### config.mk
export PLATFORM = sky130hd
export DESIGN_NAME = icc_top
export DESIGN_NICKNAME = d
export VERILOG_FILES = /design/src/rtl/icc_pkg.sv /design/src/rtl/icc_regctl.sv /design/src/rtl/icc_arbiter.sv /design/src/rtl/icc_datapath.sv /design/src/rtl/icc_top.sv
export SDC_FILE = /design/constraint.sdc
export NUM_CORES = 1
export LEC_CHECK = 0
export BUFFER_PORTS_ARGS = -buffer_cell sky130_fd_sc_hd__clkbuf_2
export CORE_MARGIN = 1
export CORE_UTILIZATION = 56
export DETAILED_ROUTE_END_ITERATION = 10
export PLACE_DENSITY = 0.83
export SYNTH_ARGS = -nofsm -noshare
export SYNTH_HDL_FRONTEND = slang
export SYNTH_SLANG_ARGS = --single-unit
### constraint.sdc
create_clock -name clk -period 22.8 [get_ports clk]
set_input_delay 1.14 -clock clk [delete_from_list [all_inputs] [get_ports clk]]
set_output_delay 1.14 -clock clk [all_outputs]
set_load 0.05 [all_outputs]
### src/rtl/icc_pkg.sv
package icc_pkg;

  localparam int IDX_W = 6;

  typedef enum logic [2:0] {
    RD_NONE,
    RD_PRIO,
    RD_EN,
    RD_THR,
    RD_CLAIM,
    RD_PEND
  } rdSel_e;

  // Decoded access strobes from control to datapath
  typedef struct packed {
    logic             prioWr;
    logic             enWr;
    logic             thrWr;
    logic             complWr;
    logic             claimRd;
    rdSel_e           rdSel;
    logic [IDX_W-1:0] idx;
  } ctlStrobe_t;

endpackage

### src/rtl/icc_regctl.sv
module icc_regctl
  import icc_pkg::*;
#(
  parameter int NUM_SRC = 16,
  parameter int NUM_CTX = 2
) (
  input  logic       clk,
  input  logic       rstN,
  input  logic       regWrEn,
  input  logic       regRdEn,
  input  logic [7:0] regAddr,
  output ctlStrobe_t st
);

  localparam logic [6:0] SRC_LIM = 7'(NUM_SRC);
  localparam logic [6:0] CTX_LIM = 7'(NUM_CTX);

  logic       rdGo;
  logic [1:0] region;
  logic [5:0] low;
  logic [4:0] ctxSel;

  assign rdGo   = regRdEn & ~regWrEn;  // write wins
  assign region = regAddr[7:6];
  assign low    = regAddr[5:0];
  assign ctxSel = regAddr[5:1];

  always_comb begin
    st = '0;
    st.rdSel = RD_NONE;
    unique case (region)
      2'b00: begin
        if (low != '0 && {1'b0, low} < SRC_LIM) begin
          st.prioWr = regWrEn;
          st.rdSel  = rdGo ? RD_PRIO : RD_NONE;
          st.idx    = low;
        end
      end
      2'b01: begin
        if ({1'b0, low} < CTX_LIM) begin
          st.enWr  = regWrEn;
          st.rdSel = rdGo ? RD_EN : RD_NONE;
          st.idx   = low;
        end
      end
      2'b10: begin
        if ({2'b00, ctxSel} < CTX_LIM) begin
          st.idx = {1'b0, ctxSel};
          if (regAddr[0]) begin
            st.complWr = regWrEn;
            st.claimRd = rdGo;
            st.rdSel   = rdGo ? RD_CLAIM : RD_NONE;
          end else begin
            st.thrWr = regWrEn;
            st.rdSel = rdGo ? RD_THR : RD_NONE;
          end
        end
      end
      default: begin
        if (low == '0) st.rdSel = rdGo ? RD_PEND : RD_NONE;
      end
    endcase
  end

  // at most one state-changing action per access
  a_r10_single_action: assert property (@(posedge clk) disable iff (!rstN)
    $onehot0({st.prioWr, st.enWr, st.thrWr, st.complWr, st.claimRd}));

  // claim side effect never rides along with a write
  a_r10_write_wins: assert property (@(posedge clk) disable iff (!rstN)
    regWrEn |-> !st.claimRd);

endmodule

### src/rtl/icc_arbiter.sv
module icc_arbiter #(
  parameter int NUM_SRC = 16,
  parameter int PRIO_W  = 3,
  localparam int ID_W   = $clog2(NUM_SRC)
) (
  input  logic [NUM_SRC-1:0]             pend,
  input  logic [NUM_SRC-1:0]             en,
  input  logic [NUM_SRC-1:0][PRIO_W-1:0] prio,
  input  logic [PRIO_W-1:0]              thr,
  output logic [ID_W-1:0]                winId,
  output logic                           winValid
);

  logic [PRIO_W-1:0] bestPrio;

  // Ascending scan with strict compare: ties keep the lowest ID,
  // and starting from the threshold enforces prio > thr (so prio 0 never wins)
  always_comb begin
    bestPrio = thr;
    winId    = '0;
    for (int i = 1; i < NUM_SRC; i++) begin
      if (pend[i] && en[i] && prio[i] > bestPrio) begin
        bestPrio = prio[i];
        winId    = ID_W'(i);
      end
    end
  end

  assign winValid = (winId != '0);

endmodule

### src/rtl/icc_datapath.sv
module icc_datapath
  import icc_pkg::*;
#(
  parameter int NUM_SRC = 16,
  parameter int NUM_CTX = 2,
  parameter int PRIO_W  = 3,
  parameter int DATA_W  = 32,
  localparam int ID_W   = $clog2(NUM_SRC)
) (
  input  logic               clk,
  input  logic               rstN,
  input  logic [NUM_SRC-1:0] srcIrq,
  input  ctlStrobe_t         st,
  input  logic [DATA_W-1:0]  wrData,
  output logic [DATA_W-1:0]  rdData,
  output logic [NUM_CTX-1:0] ctxIrq
);

  localparam logic [NUM_SRC-1:0] SRC_MASK = {{(NUM_SRC-1){1'b1}}, 1'b0};

  logic [NUM_SRC-1:0][PRIO_W-1:0] prioQ;
  logic [NUM_CTX-1:0][NUM_SRC-1:0] enQ;
  logic [NUM_CTX-1:0][PRIO_W-1:0]  thrQ;
  logic [NUM_SRC-1:0]              pendQ, pendD;
  logic [NUM_SRC-1:0]              busyQ, busyD;
  logic [NUM_CTX-1:0][ID_W-1:0]    winId;

  logic [ID_W-1:0] claimId;
  logic            claimValid;
  logic [ID_W-1:0] complId;
  logic            complHit;

  for (genvar c = 0; c < NUM_CTX; c++) begin : g_ctx
    icc_arbiter #(
      .NUM_SRC (NUM_SRC),
      .PRIO_W  (PRIO_W)
    ) u_arb (
      .pend     (pendQ),
      .en       (enQ[c]),
      .prio     (prioQ),
      .thr      (thrQ[c]),
      .winId    (winId[c]),
      .winValid (ctxIrq[c])
    );
  end

  always_comb begin
    claimId = '0;
    for (int c = 0; c < NUM_CTX; c++) begin
      if (st.idx == IDX_W'(c)) claimId = winId[c];
    end
  end
  assign claimValid = st.claimRd && (claimId != '0);

  assign complId  = wrData[ID_W-1:0];
  assign complHit = st.complWr && (wrData[DATA_W-1:ID_W] == '0) &&
                    (complId != '0) && busyQ[complId];

  // Gateway: level sets pending unless the source is being serviced
  always_comb begin
    pendD = pendQ | (srcIrq & ~busyQ & SRC_MASK);
    busyD = busyQ;
    if (claimValid) begin
      pendD[claimId] = 1'b0;
      busyD[claimId] = 1'b1;
    end
    if (complHit) busyD[complId] = 1'b0;
  end

  always_ff @(posedge clk) begin
    if (!rstN) begin
      prioQ <= '0;
      enQ   <= '0;
      thrQ  <= '0;
      pendQ <= '0;
      busyQ <= '0;
    end else begin
      pendQ <= pendD;
      busyQ <= busyD;
      for (int i = 1; i < NUM_SRC; i++) begin
        if (st.prioWr && st.idx == IDX_W'(i)) prioQ[i] <= wrData[PRIO_W-1:0];
      end
      for (int c = 0; c < NUM_CTX; c++) begin
        if (st.enWr && st.idx == IDX_W'(c)) enQ[c] <= wrData[NUM_SRC-1:0] & SRC_MASK;
        if (st.thrWr && st.idx == IDX_W'(c)) thrQ[c] <= wrData[PRIO_W-1:0];
      end
    end
  end

  always_comb begin
    rdData = '0;
    unique case (st.rdSel)
      RD_PRIO: begin
        for (int i = 1; i < NUM_SRC; i++)
          if (st.idx == IDX_W'(i)) rdData[PRIO_W-1:0] = prioQ[i];
      end
      RD_EN: begin
        for (int c = 0; c < NUM_CTX; c++)
          if (st.idx == IDX_W'(c)) rdData[NUM_SRC-1:0] = enQ[c];
      end
      RD_THR: begin
        for (int c = 0; c < NUM_CTX; c++)
          if (st.idx == IDX_W'(c)) rdData[PRIO_W-1:0] = thrQ[c];
      end
      RD_CLAIM: rdData[ID_W-1:0] = claimId;
      RD_PEND:  rdData[NUM_SRC-1:0] = pendQ;
      default:  rdData = '0;
    endcase
  end

  // a successful claim leaves the source not pending and in service
  a_r7_claim_clears: assert property (@(posedge clk) disable iff (!rstN)
    claimValid |=> (!pendQ[$past(claimId)] && busyQ[$past(claimId)]));

  // a completion that misses leaves the service mask untouched
  a_r9_stray_complete: assert property (@(posedge clk) disable iff (!rstN)
    (st.complWr && !complHit) |=> (busyQ == $past(busyQ)));

  for (genvar i = 1; i < NUM_SRC; i++) begin : g_src_chk
    // a source in service is never pending
    a_r7_busy_not_pend: assert property (@(posedge clk) disable iff (!rstN)
      busyQ[i] |-> !pendQ[i]);
    // a high line on an idle source becomes pending
    a_r2_line_sets: assert property (@(posedge clk) disable iff (!rstN)
      (srcIrq[i] && !busyQ[i] && !(claimValid && claimId == ID_W'(i))) |=> pendQ[i]);
  end

  for (genvar c = 0; c < NUM_CTX; c++) begin : g_ctx_chk
    // a raised line names an enabled pending source above threshold
    a_r3_irq_qualified: assert property (@(posedge clk) disable iff (!rstN)
      ctxIrq[c] |-> (pendQ[winId[c]] && enQ[c][winId[c]] &&
                     prioQ[winId[c]] > thrQ[c]));
  end

endmodule

### src/rtl/icc_top.sv
module icc_top
  import icc_pkg::*;
#(
  parameter int NUM_SRC = 16,
  parameter int NUM_CTX = 2,
  parameter int PRIO_W  = 3,
  parameter int DATA_W  = 32
) (
  input  logic               clk,
  input  logic               rstN,
  input  logic [NUM_SRC-1:0] srcIrq,
  input  logic               regWrEn,
  input  logic               regRdEn,
  input  logic [7:0]         regAddr,
  input  logic [DATA_W-1:0]  regWrData,
  output logic [DATA_W-1:0]  regRdData,
  output logic [NUM_CTX-1:0] ctxIrq
);

  ctlStrobe_t st;

  icc_regctl #(
    .NUM_SRC (NUM_SRC),
    .NUM_CTX (NUM_CTX)
  ) u_ctl (
    .clk     (clk),
    .rstN    (rstN),
    .regWrEn (regWrEn),
    .regRdEn (regRdEn),
    .regAddr (regAddr),
    .st      (st)
  );

  icc_datapath #(
    .NUM_SRC (NUM_SRC),
    .NUM_CTX (NUM_CTX),
    .PRIO_W  (PRIO_W),
    .DATA_W  (DATA_W)
  ) u_dp (
    .clk    (clk),
    .rstN   (rstN),
    .srcIrq (srcIrq),
    .st     (st),
    .wrData (regWrData),
    .rdData (regRdData),
    .ctxIrq (ctxIrq)
  );

endmodule

==> results.cfg <==
[outcome]
status = finished with violations
violations = negative setup slack

[clock_tree]
cts_tree = built
cts_max_path_buffers = 2
cts_num_sinks = 112
htreeDepth = 3
holdBufCountCts = 0
clk_pin_slew_ns = 0.08
insertion_delay_ns = 0.37
clockRootBuffer = clkbuf_16
cts_buffers = 9

[detailed_routing]
route.detailed.drc = 0
wl_per_cell_um = 23.77
drt_pre_antenna_iters = 9
drtIter0Drc = 1810
routed_wl_mm = 42.26
vias = 12590
ant_nets = 0
viasPerCell = 7.082

[floorplan]
die_w_um = 138.9
dieArea_um2 = 19300
pin_count = 94
core_area_um2 = 18150
start_util_pct = 57.86
die_h_um = 138.9
rows = 49

[min_path]
hold_start = u_dp.enQ[29]
hold_class = register to register
holdPathStages = 2
whs_endpoint = u_dp.enQ[29]

[layout]
final_area_um2 = 13540
final_cell_mix = nand2_1, buf_4, dfxtp_1
final_util_pct = 74.60
area_growth_pct = 28.93
fillers = 1162
fin_nets = 1658
final_layout_size_suffix_gt1_share_pct = 32.28
final_common_cell = nand2_1
n_antenna_cell = 0

[placed_design]
dp_hpwl_mm = 25.80
io_buffer_count = 76
gp_congestion = 0.9632
postPlaceCellArea_um2 = 11310

[synthesis]
synth_cells = 1386
synthFlopType = dfxtp_1
synthArstFlopShare_pct = 0
yosysSeqAreaShare_pct = 21.35
syn_avg_cell_area_um2 = 7.576
synth_edf_count = 0
synthTopCellsByArea = dfxtp_1, nand2_1, ha_1
yosysTopAreaCellShare_pct = 21.35
yosys.cell_types.count = 103
yosysWarningCount = 0
synth_largest_area_cell = dfxtp_1
netlist_area_um2 = 10500
ys_seq_elements = 112

[sta]
clock.fmax_mhz = 43.42
fin_setup_tns_ns = -0.9463
final.min_clock_period_ns = 23.03
slew_headroom_pct = 27.85
grt_setup_unrepaired = yes
finalWorstSetupSlack_ns = -0.2286
finalCritPeriodShare_pct = 101.0
slew_viol_final = 0
hold_viol_final = 0
skew_ns = 0.01202
tightest_slew_ns = 1.079
finalSetupViolCount = 5

[power_and_ir_drop]
ir_drop_mv = 0.04405
power.density_nw_per_um2 = 29.64
p_leak_uw = 0.004944

[global_routing]
grt_pass1_wl_mm = 55.86
grt_start_max_net_pins = 113
grt_pass1_vias = 10930
grt_use_total_pct = 36.03
antenna_found_initial = 1
overflow = 0

[worst_setup_path]
rrSetupSlack_ns = 0.42
crit_path_max_incr_delay_ns = 0.57
cp_slowest_cell = or4b_4
critPathKind = register to output port
crit_path_start = u_dp.thrQ[4]
reg2reg_depth = 119
crit_fanout = 5
cp-end-kind = output port
crit_top_cell = ha_4
start_kind = register
worstPathArrival_ns = 21.89
required_ns = 21.66
reg2reg_to = u_dp.busyQ[5]
regToRegStartpoint = u_dp.thrQ[4]

[run]
maxCapViolCount = 0
[final cells by class]
class	instances	area, um2	share of cell area, %
multi-input cells	1144	8957	66.16
flip-flops and latches	112	2248	16.61
repair buffers	216	1505	11.12
well taps	229	286.5	2.116
inverters	61	231.5	1.710
clock buffers	9	225.2	1.664
clock inverters	7	83.83	0.6192
[registers in the layout, summed over array words and instances (netlist names)]
register,flops
u_dp.busyQ,15
u_dp.enQ,30
u_dp.pendQ,16
u_dp.prioQ,45
u_dp.thrQ,6
[through the flow]
| stage | std cells | worst slack (ns) | power (uW) | hold slack, ns |
|---|---|---|---|---|
| floorplan | 1401 | -0.06177 | 225.0 | 0.4307 |
| global placement | 1684 | -0.1040 | 235.7 | 0.4428 |
| detailed placement | 1684 | -0.8958 | 236.3 | 0.4620 |
| CTS | 1718 | 0.0006182 | 396.6 | 0.4827 |
| global route | 1778 | -0.9736 | 406.9 | 0.5070 |
| finish | 1778 | -0.2286 | 401.2 | 0.4916 |
[logic make-up after synthesis]
logic type | count (synthesis) | share of synthesized area, %
fa+ha+maj | 64 | 7.388
buf+inv | 145 | 6.113
mux | 73 | 7.769
xor+xnor | 8 | 0.6673
flops | 112 | 21.35
other cells | 1 | 0.03571
compound gates | 398 | 28.27
simple gates | 585 | 28.41
[Yosys cell counts, types with 32 or more instances]
library cell and n:
nor2_1 100, a21oi_1 59, nor2b_1 55, inv_1 60
mux2i_1 44, dfxtp_1 112, clkbuf_1 53, o21ai_0 69
ha_1 54, nor3_1 32, a21boi_0 54, nand2_1 192
nand3_1 58
[power by group]
| part | switching, uW | internal, uW | total [uW] |
|---|---|---|---|
| clock network | 87.8 | 78.9 | 167 |
| logic | 22.4 | 9.84 | 32.2 |
| registers | 4.99 | 197 | 202 |
[how the worst max path moves through the flow]
stage / slack (ns) / cells past startpoint / endpoint
floorplan: -0.06 / 115 / regRdData[2]
global placement: -0.10 / 113 / regRdData[3]
detailed placement: -0.90 / 115 / regRdData[3]
CTS: 0.0006 / 119 / regRdData[3]
global route: -0.97 / 121 / regRdData[3]
finish: -0.23 / 115 / regRdData[3]
[per-layer routing]
| layer | global-route usage [%] | up-vias | share of wire [%] |
|---|---|---|---|
| met5 | 0 | - | 0 |
| met4 | 19.06 | 0 | 7.1 |
| li1 | - | 5412 | - |
| met1 | 45.82 | 5782 | 36 |
| met3 | 5.318 | 310 | 13 |
| met2 | 59.06 | 1087 | 44 |
[timing repair]
item	in CTS	in global routing
pin swaps	27	119
gates cloned	0	0
resized for setup	62	220
setup buffers	18	61
setup endpoints to repair	36	36
[critical path: cells and delay by family, from the launching register on]
| kind | cells | cell delay (ns) |
|---|---|---|
| AO/OA/AOI/OAI | 46 | 8.32 |
| AND/OR/NAND/NOR | 32 | 5.14 |
| multiplexers | 5 | 1.59 |
| buffers and inverters | 17 | 2.23 |
| adder cells (fa/ha/maj) | 15 | 3.78 |
| flip-flops | 1 | 0.33 |
Power figures use the tool's default switching activity.
